[config.mk]
export PLATFORM = sky130hd
export DESIGN_NAME = map_stage_seq
export DESIGN_NICKNAME = d
export VERILOG_FILES = /design/src/rtl/map_seq_pkg.sv /design/src/rtl/map_fn_encode.sv /design/src/rtl/map_step_seq.sv /design/src/rtl/map_serial_ctr.sv /design/src/rtl/map_rfsh_flag.sv /design/src/rtl/map_stage_seq.sv
export SDC_FILE = /design/constraint.sdc
export NUM_CORES = 1
export LEC_CHECK = 0
export BUFFER_PORTS_ARGS = -buffer_cell sky130_fd_sc_hd__buf_2
export CAP_MARGIN = 30
export CORE_MARGIN = 2
export CORE_UTILIZATION = 40
export DETAILED_ROUTE_END_ITERATION = 10
export GPL_TIMING_DRIVEN = 0
export PLACE_DENSITY = 0.65
export SYNTH_ARGS = -nofsm -noshare
export SYNTH_HDL_FRONTEND = slang
export SYNTH_SLANG_ARGS = --single-unit
[constraint.sdc]
create_clock -name clk -period 3.6 [get_ports clk]
set_clock_uncertainty 0.05 [all_clocks]
set_input_delay 0.54 -clock clk [delete_from_list [all_inputs] [get_ports clk]]
set_output_delay 0.54 -clock clk [all_outputs]
set_load 0.02 [all_outputs]
[src/rtl/map_seq_pkg.sv]
`timescale 1ns/1ps
package map_seq_pkg;

  typedef struct packed {
    logic mem_rfsh;
    logic row_strobe;
    logic col_strobe;
    logic map_we;
    logic ref_we;
    logic dirty_we;
    logic start_mem;
    logic free;
    logic pipe_req;
  } map_ctl_t;

  localparam logic [1:0] CODE_RFSH  = 2'b00;
  localparam logic [1:0] CODE_READ  = 2'b01;
  localparam logic [1:0] CODE_WRITE = 2'b10;
  localparam logic [1:0] CODE_PLAIN = 2'b11;

  function automatic map_ctl_t rom_lookup(input logic [1:0] code, input int unsigned step);
    map_ctl_t r;
    r = '0;
    unique case (code)
      CODE_READ: begin
        if (step == 0) begin r.row_strobe = 1'b1; r.start_mem = 1'b1; end
        else if (step == 1) begin r.col_strobe = 1'b1; r.pipe_req = 1'b1; end
        else r.free = 1'b1;
      end
      CODE_WRITE: begin
        if (step == 0) begin r.row_strobe = 1'b1; r.start_mem = 1'b1; end
        else if (step == 1) begin r.col_strobe = 1'b1; r.map_we = 1'b1; r.dirty_we = 1'b1; end
        else if (step == 2) begin r.ref_we = 1'b1; r.pipe_req = 1'b1; end
        else r.free = 1'b1;
      end
      CODE_RFSH: begin
        if (step == 0) begin r.mem_rfsh = 1'b1; r.row_strobe = 1'b1; end
        else r.free = 1'b1;
      end
      default: begin
        if (step == 0) r.pipe_req = 1'b1;
        else r.free = 1'b1;
      end
    endcase
    return r;
  endfunction

endpackage

[src/rtl/map_fn_encode.sv]
`timescale 1ns/1ps
module map_fn_encode (
  input  logic       is_read,
  input  logic       is_write,
  input  logic       is_refresh,
  output logic [1:0] code
);
  logic [1:0] mask;
  always_comb begin
    mask = {is_read, 1'b0} | {is_refresh, is_refresh} | {1'b0, is_write};
    code = 2'b11 & ~mask;
  end
endmodule

[src/rtl/map_step_seq.sv]
`timescale 1ns/1ps
module map_step_seq
  import map_seq_pkg::*;
#(
  parameter int STEP_W = 3
) (
  input  logic              clk,
  input  logic              rst_n,
  input  logic              take,
  input  logic [1:0]        new_code,
  input  logic              hold,
  output logic [STEP_W+1:0] state,
  output map_ctl_t          ctl
);
  localparam logic [STEP_W-1:0] STEP_ONE = STEP_W'(1);

  logic [1:0]        code_q, code_d;
  logic [STEP_W-1:0] step_q, step_d;

  always_comb begin
    code_d = code_q;
    step_d = step_q;
    if (take) begin
      code_d = new_code;
      step_d = '0;
    end else if (!hold) begin
      step_d = step_q + STEP_ONE;
    end
  end

  always_ff @(posedge clk or negedge rst_n) begin
    if (!rst_n) begin
      code_q <= CODE_PLAIN;
      step_q <= STEP_ONE;
      ctl    <= rom_lookup(CODE_PLAIN, 1);
    end else begin
      code_q <= code_d;
      step_q <= step_d;
      ctl    <= rom_lookup(code_d, int'(step_d));
    end
  end

  assign state = {code_q, step_q};
endmodule

[src/rtl/map_serial_ctr.sv]
`timescale 1ns/1ps
module map_serial_ctr #(
  parameter int SER_W   = 4,
  parameter int WRAP_TO = 2
) (
  input  logic             clk,
  input  logic             rst_n,
  input  logic             bump,
  output logic [SER_W-1:0] count
);
  localparam logic [SER_W-1:0] TOP  = {SER_W{1'b1}};
  localparam logic [SER_W-1:0] BASE = SER_W'(WRAP_TO);

  always_ff @(posedge clk or negedge rst_n) begin
    if (!rst_n)          count <= BASE;
    else if (bump) begin
      if (count == TOP)  count <= BASE;
      else               count <= count + SER_W'(1);
    end
  end
endmodule

[src/rtl/map_rfsh_flag.sv]
`timescale 1ns/1ps
module map_rfsh_flag (
  input  logic clk,
  input  logic rst_n,
  input  logic tick,
  input  logic taken,
  output logic pending
);
  always_ff @(posedge clk or negedge rst_n) begin
    if (!rst_n) pending <= 1'b0;
    else        pending <= (pending & ~taken) | tick;
  end
endmodule

[src/rtl/map_stage_seq.sv]
`timescale 1ns/1ps
module map_stage_seq
  import map_seq_pkg::*;
#(
  parameter int STEP_W  = 3,
  parameter int SER_W   = 4,
  parameter int WRAP_TO = 2
) (
  input  logic              clk,
  input  logic              rst_n,
  input  logic              req_valid,
  output logic              req_ready,
  input  logic              req_read,
  input  logic              req_write,
  input  logic              req_refresh,
  input  logic              req_priv,
  input  logic              mem_busy,
  input  logic              rfsh_tick,
  input  logic              map_load,
  output logic [STEP_W+1:0] fn_state,
  output logic [SER_W-1:0]  serial,
  output logic              map_wait,
  output logic              map_rfsh,
  output logic              row_strobe,
  output logic              col_strobe,
  output logic              map_we,
  output logic              ref_we,
  output logic              dirty_we,
  output logic              start_mem,
  output logic              mem_rfsh,
  output logic              pipe_req
);
  map_ctl_t   ctl;
  logic [1:0] code;
  logic       take;
  logic       want_rfsh;

  assign req_ready = ctl.free;
  assign take      = req_valid & ctl.free;
  assign map_wait  = (~req_valid & ctl.free) | (ctl.start_mem & mem_busy);
  assign map_rfsh  = want_rfsh & ctl.free;

  map_fn_encode u_enc (
    .is_read    (req_read),
    .is_write   (req_write),
    .is_refresh (req_refresh),
    .code       (code)
  );

  map_step_seq #(.STEP_W(STEP_W)) u_seq (
    .clk      (clk),
    .rst_n    (rst_n),
    .take     (take),
    .new_code (code),
    .hold     (map_wait),
    .state    (fn_state),
    .ctl      (ctl)
  );

  map_serial_ctr #(.SER_W(SER_W), .WRAP_TO(WRAP_TO)) u_ser (
    .clk   (clk),
    .rst_n (rst_n),
    .bump  (take & ~req_priv & ~req_refresh),
    .count (serial)
  );

  map_rfsh_flag u_rf (
    .clk     (clk),
    .rst_n   (rst_n),
    .tick    (rfsh_tick),
    .taken   (map_rfsh),
    .pending (want_rfsh)
  );

  assign row_strobe = ctl.row_strobe;
  assign col_strobe = ctl.col_strobe;
  assign map_we     = ctl.map_we & ~map_load;
  assign ref_we     = ctl.ref_we;
  assign dirty_we   = ctl.dirty_we & ~map_load;
  assign start_mem  = ctl.start_mem;
  assign mem_rfsh   = ctl.mem_rfsh;
  assign pipe_req   = ctl.pipe_req;
endmodule

==> PnR_summary.wiki, run 1 <==
{| class="wikitable"
! Metric !! Value
|-
| Relative area change from synthesis to final layout || 23.3%
|-
| Final estimated routing congestion in global placement || between 0.7 and 0.8
|-
| Type of the worst min-delay path || primary input to asynchronous set/reset pin
|-
| Areal power density over the cells || between 900 and 1000 nW/µm²
|-
| Total of buffers placed on input and output ports || 29
|-
| Final setup violation count || 0
|-
| Cts bufs inserted || 3
|-
| CTS Root Cell || sky130_fd_sc_hd__clkbuf_4
|-
| Final non-filler cell area || roughly 1100 µm²
|-
| Hold WS || about 100 ps
|-
| Seq/Total Area, Yosys || 0.493
|-
| Post CTS Setup Buffer Count || 0
|-
| Per-instance average area after synthesis || 11.4 µm²
|-
| Chip Width || 52.1 µm
|-
| Post-Syn Nets || 97
|-
| Outcome || complete, no violations
|-
| Fin. Hold Viols || 0
|-
| Placed wire-length estimate after detailed placement || 1.35 mm
|-
| DRC marker count from the first detailed-route iteration || 6
|-
| Yosys warns || 0
|-
| Cell Area, Synth || 927 µm²
|-
| Part of the total power dissipated in sequential elements || 0.342
|-
| Vias in the first global route || 665
|-
| Count of maximum capacitance violations || 0
|-
| WL/cell || ~13 µm
|-
| Die H || 52.1 µm
|-
| Count of flip-flops with a built-in enable after synthesis || 0
|-
| Clock power frac || 0.109
|-
| Most frequent cells in the layout || 29 x sky130_fd_sc_hd__buf_2, 13 x sky130_fd_sc_hd__dfrtp_1, 9 x sky130_fd_sc_hd__nand2_1
|-
| Starting Density || 0.419
|-
| Critical path class || flop to flop
|-
| Reported net switching power || 0.494 mW
|-
| Post-synth cell types || 34
|-
| Total length of routed wires || 1.78 mm
|-
| Number of gates resized after cts || 0
|-
| Die Area || about 2700 µm²
|-
| Combinational Power Share || 0.549
|-
| Launching element type of the critical path || flop
|-
| Maximum number of pins on one net before global-route repair || 19
|-
| Number of top-level design ports || 30
|-
| Nets@finish || 131
|-
| Pins Over Slew Limit || 0
|-
| Core Box Area || around 2200 µm²
|-
| Gate count after technology mapping || 81
|-
| Vias post-DR || 730
|-
| Endpoint type of the worst setup path || flop
|-
| First-pass GRT wire length || 2.92 mm
|-
| Clock-pin transition on the worst setup and hold timing paths || 100 ps
|-
| Post-route clock period utilization || 0.565
|-
| Highest Clock Rate || 0.491 GHz
|-
| Row Count || 17
|-
| Number of antenna violations at the first check in global routing || 0
|-
| Fraction of layout cells with a size suffix above 1 || 0.412
|-
| RSZ-0062 raised after global routing || no
|-
| Slew at the pin with the worst max-slew slack || 586 ps
|-
| Final total negative setup slack || 0 ps
|-
| Dominant register cell in the synthesized netlist || sky130_fd_sc_hd__dfrtp_1
|-
| IR drop worst, VDD || just under 500 µV
|-
| Buffers from clock root to sink, at most || 2
|-
| Share of flip-flops with an asynchronous set or reset after synthesis || 1.00
|-
| CTS H-tree depth || 1
|-
| Total congestion overflow || 0
|-
| Multi-input logic area || 433 µm²
|-
| Hold buffer count at CTS || 0
|-
| Switch share || 0.446
|-
| Pre-Repair DR Iteration Count || 4
|-
| Slew Limit Headroom || 0.607
|-
| Most frequent standard cell in the layout excluding fill and tap cells || sky130_fd_sc_hd__buf_2
|-
| Leak || 0.584 nW
|-
| Maximum fanout encountered on the critical timing path || 9
|-
| FF+latch count, synth || 18
|-
| Number of clock sinks seen by CTS || 18
|-
| Sequential cell area || 457 µm²
|-
| Number of vias per cell || 5.14
|-
| Drt drc || 0
|-
| Ant. Diodes || 0
|-
| Clock latency reported for the late side of the worst-skew pair || just under 300 ps
|-
| Internal power consumption || 0.614 mW
|-
| CTS tree || done
|-
| Critical path data required time || around 3800 ps
|-
| Clock period minus final worst setup slack || 2040 ps
|-
| Total routing resource utilization after global routing || 0.146
|-
| Cell area after placement || roughly 1100 µm²
|-
| Number of fill cells || approximately 220
|-
| Worst setup slack for register-to-register paths || 1560 ps
|-
| Arrival time reported for the critical path endpoint || 2210 ps
|-
| Core Util, Final || 0.517
|-
| Count of nets left with antenna violations after detail routing || 0
|}
[metal layers]
metal | up-vias | routed length, µm | GRT usage
li1 | 359 | - | -
met1 | 348 | 859 | 0.193
met2 | 21 | 808 | 0.226
met3 | 2 | 91 | 0.0431
met4 | 0 | 16 | 0.0513
met5 | - | 0 | 0
[worst max-delay path, cell delays in order (launching register included)]
cell	delay, ps
sky130_fd_sc_hd__dfstp_2	610
sky130_fd_sc_hd__nand2_1	170
sky130_fd_sc_hd__o31a_1	320
sky130_fd_sc_hd__inv_1	120
sky130_fd_sc_hd__ha_1	180
sky130_fd_sc_hd__inv_1	80
sky130_fd_sc_hd__nor4b_4	280
sky130_fd_sc_hd__a21oi_2	50
sky130_fd_sc_hd__a21oi_2	120
[cells by family (layout without fill, tap and decap cells)]
logic type	after synthesis	in the layout	synth area share
and+or+nand+nor	32	32	0.219
DFF	18	18	0.493
AOI/OAI and AO/OA	15	15	0.123
buffers and inverters	7	40	0.0405
adders and majority gates	6	6	0.0810
muxes	2	2	0.0351
xor gates and xnor gates	1	1	0.00945
[area by class of cell]
class | count | share of cell area
Buffer | 2 | 0.0164
Clock buffer | 4 | 0.0317
Inverter | 5 | 0.0164
Multi-Input combinational cell | 56 | 0.379
Sequential cell | 18 | 0.399
Tap cell | 28 | 0.0306
Timing Repair Buffer | 29 | 0.127
[through the flow]
step	std cells	power, mW	setup WS, ps
final	142	1.11	1560
after global routing	142	1.20	1390
after CTS	142	1.12	1550
after detailed placement	138	0.996	1530
after global placement	138	0.976	1560
after floorplan	81	0.827	1690
[synth_stat cells, types with 2 or more instances]
| library cell | count | area share |
|---|---|---|
| sky130_fd_sc_hd__and2_1 | 2 | 0.013 |
| sky130_fd_sc_hd__o21ai_0 | 4 | 0.022 |
| sky130_fd_sc_hd__nand3_1 | 3 | 0.016 |
| sky130_fd_sc_hd__nor3_1 | 3 | 0.016 |
| sky130_fd_sc_hd__nand3b_1 | 2 | 0.016 |
| sky130_fd_sc_hd__inv_1 | 5 | 0.020 |
| sky130_fd_sc_hd__dfrtp_1 | 13 | 0.35 |
| sky130_fd_sc_hd__dfstp_2 | 5 | 0.14 |
| sky130_fd_sc_hd__nor4_1 | 2 | 0.013 |
| sky130_fd_sc_hd__o31a_1 | 2 | 0.019 |
| sky130_fd_sc_hd__nand2_1 | 9 | 0.036 |
| sky130_fd_sc_hd__a21oi_2 | 2 | 0.019 |
| sky130_fd_sc_hd__ha_1 | 6 | 0.081 |
| sky130_fd_sc_hd__nor2b_1 | 2 | 0.013 |
| sky130_fd_sc_hd__nor2_1 | 2 | 0.0081 |
[power groups by stage]
stage                     sequential [mW]  combinational (mW)  clock [mW]
after floorplan                     0.472               0.355           0
after global placement              0.379               0.597           0
after detailed placement            0.384               0.612           0
after CTS                           0.380               0.614       0.127
after global routing                0.392               0.675       0.136
final                               0.379               0.608       0.121
[sequential cells by signal, indices dropped and copies added (netlist names)]
name          flops
u_ser.count       4
u_seq.step_q      3
u_rf.pending      1
u_seq.ctl         8
u_seq.code_q      2
[final timing paths]
| kind | startpoint | endpoint | depth (start not counted) |
|---|---|---|---|
| worst max-delay path | u_seq.ctl[1] | u_seq.ctl[0] | 8 |
| worst min-delay path | rst_n | u_seq.ctl[0] | 1 |
| worst max register to register | u_seq.ctl[1] | u_seq.ctl[0] | 8 |
| worst min register to register | u_rf.pending | u_rf.pending | 1 |
| max in group asynchronous | rst_n | u_seq.step_q[0] | 1 |
| min in group clk | rfsh_tick | u_rf.pending | 2 |
(Power assumes the default switching activity.)
==> inputs of run 2 (changes only) <==
- ABC_AREA: not set -> 1
- clock period: 3.6 -> 2 ns (I/O delays scaled with it)
==> run 2 against run 1 <==
Wire length down 3.4%. Setup slack worse by 1400 ps. Non-clock buffer count up 1. Synthesized cell count up 25%. Combinational power up 78%. Count of clock-buffer cells in the layout unchanged. Register-to-register slack worse by 1400 ps. Final area up 2.7%. Synthesized area up 2.3%. Core utilization up 0.91 points. Sequential share of layout area down 1.1 points. Fmax up 10%.
==> PnR_summary.wiki, run 2 <==
{| class="wikitable"
! Metric !! Value
|-
| Fraction of layout cells with a size suffix above 1 || 0.397 (was 0.412)
|-
| Top flop regs || u_seq.ctl: 8 flops, u_ser.count: 4 flops, u_seq.step_q: 3 flops (unchanged)
|-
| Arrival time reported for the critical path endpoint || 2030 ps (was 2210 ps)
|-
| Total of buffers placed on input and output ports || 29 (unchanged)
|-
| Cell Area, Synth || 948 µm² (was 927 µm²)
|-
| Area share of the leading cell type in the synthesized netlist || 0.343 (was 0.351)
|-
| Total length of routed wires || 1.72 mm (was 1.78 mm)
|-
| Total congestion overflow || 0 (unchanged)
|-
| First-pass GRT wire length || 2.93 mm (was 2.92 mm)
|-
| Biggest area consumer among synthesized cells || sky130_fd_sc_hd__dfrtp_1 (unchanged)
|-
| Top cells by count, synth || 17 x sky130_fd_sc_hd__nand2_1, 16 x sky130_fd_sc_hd__inv_1, 13 x sky130_fd_sc_hd__dfrtp_1 (was 13 x sky130_fd_sc_hd__dfrtp_1, 9 x sky130_fd_sc_hd__nand2_1, 6 x sky130_fd_sc_hd__ha_1)
|-
| Number of top-level design ports || 30 (unchanged)
|-
| Pins Over Slew Limit || 0 (unchanged)
|-
| FF+latch count, synth || 18 (unchanged)
|-
| Final estimated routing congestion in global placement || 0.758 (was 0.727)
|-
| Gate count after technology mapping || 101 (was 81)
|-
| Clock-pin transition on the worst setup and hold timing paths || 100 ps (about the same)
|-
| DRC marker count from the first detailed-route iteration || 6 (unchanged)
|-
| Placed wire-length estimate after detailed placement || 1.38 mm (was 1.35 mm)
|-
| Number of vias per cell || 4.70 (was 5.14)
|-
| Placed Instances || 158 (was 138)
|-
| Chip Width || 52.7 µm (was 52.1 µm)
|-
| Outcome || complete, no violations (unchanged)
|-
| Per-instance average area after synthesis || 9.39 µm² (was 11.4 µm²)
|-
| Post-route clock period utilization || 0.924 (was 0.565)
|-
| GR Layer Usage met1 || 0.176 (was 0.193)
|-
| Vias post-DR || 771 (was 730)
|-
| Count of nets left with antenna violations after detail routing || 0 (unchanged)
|-
| RSZ-0062 raised after global routing || no (unchanged)
|-
| Slew at the pin with the worst max-slew slack || 383 ps (was 586 ps)
|-
| Most frequent standard cell in the layout excluding fill and tap cells || sky130_fd_sc_hd__buf_2 (unchanged)
|-
| Peak per-stage delay on the critical path || 610 ps (about the same)
|-
| Die H || 52.7 µm (was 52.1 µm)
|-
| Dominant register cell in the synthesized netlist || sky130_fd_sc_hd__dfrtp_1 (unchanged)
|-
| Nets@finish || 153 (was 131)
|-
| WL/cell || 10.5 µm (was 12.5 µm)
|-
| Share of flip-flops with an asynchronous set or reset after synthesis || 1.00 (unchanged)
|-
| CP bufs+invs || 2 (unchanged)
|-
| Top cells by area in the synthesized netlist || sky130_fd_sc_hd__dfrtp_1 34%, sky130_fd_sc_hd__dfstp_2 14%, sky130_fd_sc_hd__ha_1 7.9%, sky130_fd_sc_hd__nand2_1 6.7%, sky130_fd_sc_hd__inv_1 6.3% (was sky130_fd_sc_hd__dfrtp_1 35%, sky130_fd_sc_hd__dfstp_2 14%, sky130_fd_sc_hd__ha_1 8.1%, sky130_fd_sc_hd__nand2_1 3.6%, sky130_fd_sc_hd__nor4b_4 2.6%)
|-
| Starting Density || 0.425 (was 0.419)
|-
| CP cell instances || nand2_4 -> nor2_2 -> inv_2 -> o21a_1 -> inv_1 -> ha_2 -> nand4_1 -> nand2_1 -> nand2_1 -> nand2_1 (was nand2_1 -> o31a_1 -> inv_1 -> ha_1 -> inv_1 -> nor4b_4 -> a21oi_2 -> a21oi_2)
|-
| Most frequent cell after synthesis || sky130_fd_sc_hd__nand2_1 (was sky130_fd_sc_hd__dfrtp_1)
|-
| Final total negative setup slack || 0 ps (unchanged)
|-
| Critical path class || flop to flop (unchanged)
|-
| Seq/Total Area, Yosys || 0.482 (was 0.493)
|-
| Met3 layer usage reported by global route || 0.0286 (was 0.0431)
|-
| Non-Filler Instances || 164 (was 142)
|-
| CP dominant cell by count || sky130_fd_sc_hd__nand2_1
|-
| Drt drc || 0 (unchanged)
|-
| IR drop worst, VDD || 1020 µV (was 481 µV)
|-
| CTS Root Cell || sky130_fd_sc_hd__clkbuf_4 (unchanged)
|-
| Slew Limit Headroom || 0.745 (was 0.607)
|-
| Total routing resource utilization after global routing || 0.147 (was 0.146)
|-
| Buffers from clock root to sink, at most || 2 (unchanged)
|-
| Clock period minus final worst setup slack || 1850 ps (was 2040 ps)
|-
| Yosys warns || 0 (unchanged)
|-
| Register containing the most flip-flops in the final layout || u_seq.ctl (unchanged)
|-
| Critical path data required time || 2180 ps (was 3780 ps)
|-
| Row Count || 17 (unchanged)
|-
| Ant. Diodes || 0 (unchanged)
|-
| Maximum fanout encountered on the critical timing path || 8 (was 9)
|-
| Type of the worst min-delay path || primary input to flop (was primary input to asynchronous set/reset pin)
|-
| Maximum number of pins on one net before global-route repair || 19 (unchanged)
|-
| Relative area change from synthesis to final layout || 23.9% (was 23.3%)
|-
| Areal power density over the cells || 1640 nW/µm² (was 969 nW/µm²)
|-
| Busiest metal layer after global routing || met2 (unchanged)
|-
| Clock latency reported for the late side of the worst-skew pair || 300 ps (was 290 ps)
|-
| CTS tree || done (unchanged)
|-
| Number of clock sinks seen by CTS || 18 (unchanged)
|-
| Number of flip-flops in the largest register || 8 (unchanged)
|-
| Met2 global-route usage || 0.242 (was 0.226)
|-
| Pre-Repair DR Iteration Count || 4 (unchanged)
|-
| CP max stage cell || sky130_fd_sc_hd__dfstp_2 (unchanged)
|-
| Core Box Area || 2230 µm² (was 2210 µm²)
|-
| Number of antenna violations at the first check in global routing || 0 (unchanged)
|-
| Die Area || 2780 µm² (was 2720 µm²)
|-
| Post-synth cell types || 25 (was 34)
|-
| Count of flip-flops with a built-in enable after synthesis || 0 (unchanged)
|-
| Count of maximum capacitance violations || 0 (unchanged)
|-
| Endpoint type of the worst setup path || flop (unchanged)
|-
| Launching element type of the critical path || flop (unchanged)
|-
| Post-Syn Nets || 117 (was 97)
|-
| CTS H-tree depth || 1 (unchanged)
|-
| Highest Clock Rate || 0.541 GHz (was 0.491 GHz)
|-
| Vias in the first global route || 717 (was 665)
|-
| Leak || 0.663 nW (was 0.584 nW)
|-
| Cts bufs inserted || 3 (unchanged)
|-
| Number of fill cells || 223 (was 224)
|-
| Most frequent cells in the layout || 29 x sky130_fd_sc_hd__buf_2, 17 x sky130_fd_sc_hd__nand2_1, 16 x sky130_fd_sc_hd__inv_1 (was 29 x sky130_fd_sc_hd__buf_2, 13 x sky130_fd_sc_hd__dfrtp_1, 9 x sky130_fd_sc_hd__nand2_1)
|-
| Final setup violation count || 0 (unchanged)
|-
| Top Family by Delay on Critical Path || flip-flops (unchanged)
|-
| Fin. Hold Viols || 0 (unchanged)
|}
[run 2: cell count changes after synthesis, sizes merged, moves of 2 or more]
cell / change
and2: -3
inv: +12
nand2: +12
nand3: +8
nand3b: -2
nand4: +3
nor2: +8
nor2b: -2
nor3: -3
nor4: -2
o21a: +2
o31a: -2
[run 2: path summary, 6_finish.rpt]
| path | slack, ps | from | depth (start not counted) | endpoint |
|---|---|---|---|---|
| hold reg to reg | 470 | u_ser.count[2] | 1 | u_ser.count[2] |
| setup / recovery | 150 | u_seq.ctl[1] | 10 | u_seq.ctl[0] |
| hold / removal | 150 | rfsh_tick | 2 | u_rf.pending |
| setup reg to reg | 150 | u_seq.ctl[1] | 10 | u_seq.ctl[0] |
| max in group asynchronous | 1190 | rst_n | 2 | u_ser.count[1] |
| min in group asynchronous | 390 | rst_n | 2 | u_seq.ctl[2] |
[run 2: power by group]
group | internal [mW] | leakage (nW) | switching (mW)
sequential | 0.547 | 0.220 | 0.110
clock | 0.0777 | 0.0150 | 0.110
combinational | 0.380 | 0.427 | 0.696
total | 1.00 | 0.663 | 0.916
[run 2: what timing repair did]
item                                    in CTS  in global routing
hold buffers                                 1                  0
endpoints found under the setup margin       0                  1
endpoints found under the hold margin       13                  0
buffers inserted                             0                  1
gates resized for setup                      0                  1
[run 2: per-stage QoR]
step / power, mW / hold WS (ps) / area (µm²) / setup slack [ps] / utilization
2_1_floorplan: 1.44 / -45.6 / 948 / 251 / -
3_3_place_gp: 1.71 / 192 / 1130 / 177 / 0.505
3_5_place_dp: 1.74 / 200 / 1130 / 141 / 0.505
4_1_cts: 1.93 / 158 / 1160 / 104 / 0.522
5_1_grt: 2.10 / 163 / 1170 / 2.95 / 0.526
6_report: 1.92 / 153 / 1170 / 151 / 0.526
[run 2: final cells by class]
type	count	area [µm²]	area share
Multi-Input combinational cell	65	423	0.360
Tap cell	28	35.0	0.0298
Timing Repair Buffer	31	163	0.138
Sequential cell	18	457	0.389
Clock buffer	4	26.3	0.0224
Inverter	17	63.8	0.0543
Buffer	1	7.51	0.00639
[run 2: routing by layer]
layer / vias to the layer above / part of all wire
li1: 395 / -
met1: 353 / 0.46
met2: 19 / 0.47
met3: 4 / 0.048
met4: 0 / 0.016
met5: - / 0
[run 2: kinds of logic after synthesis]
logic type	synth area share
AND/OR/NAND/NOR	0.276
buffers and inverters	0.0752
flip-flops	0.482
AO/OA/AOI/OAI	0.0594
adder cells (fa/ha/maj)	0.0792
XOR/XNOR	0.0185
multiplexers	0.0106
[run 2: worst reg2reg max path: stages (launching register included)]
cell and delay, ps:
sky130_fd_sc_hd__dfstp_2 610, sky130_fd_sc_hd__nand2_4 110, sky130_fd_sc_hd__nor2_2 100, sky130_fd_sc_hd__inv_2 60
sky130_fd_sc_hd__o21a_1 200, sky130_fd_sc_hd__inv_1 110, sky130_fd_sc_hd__ha_2 210, sky130_fd_sc_hd__nand4_1 130
sky130_fd_sc_hd__nand2_1 90, sky130_fd_sc_hd__nand2_1 40, sky130_fd_sc_hd__nand2_1 50
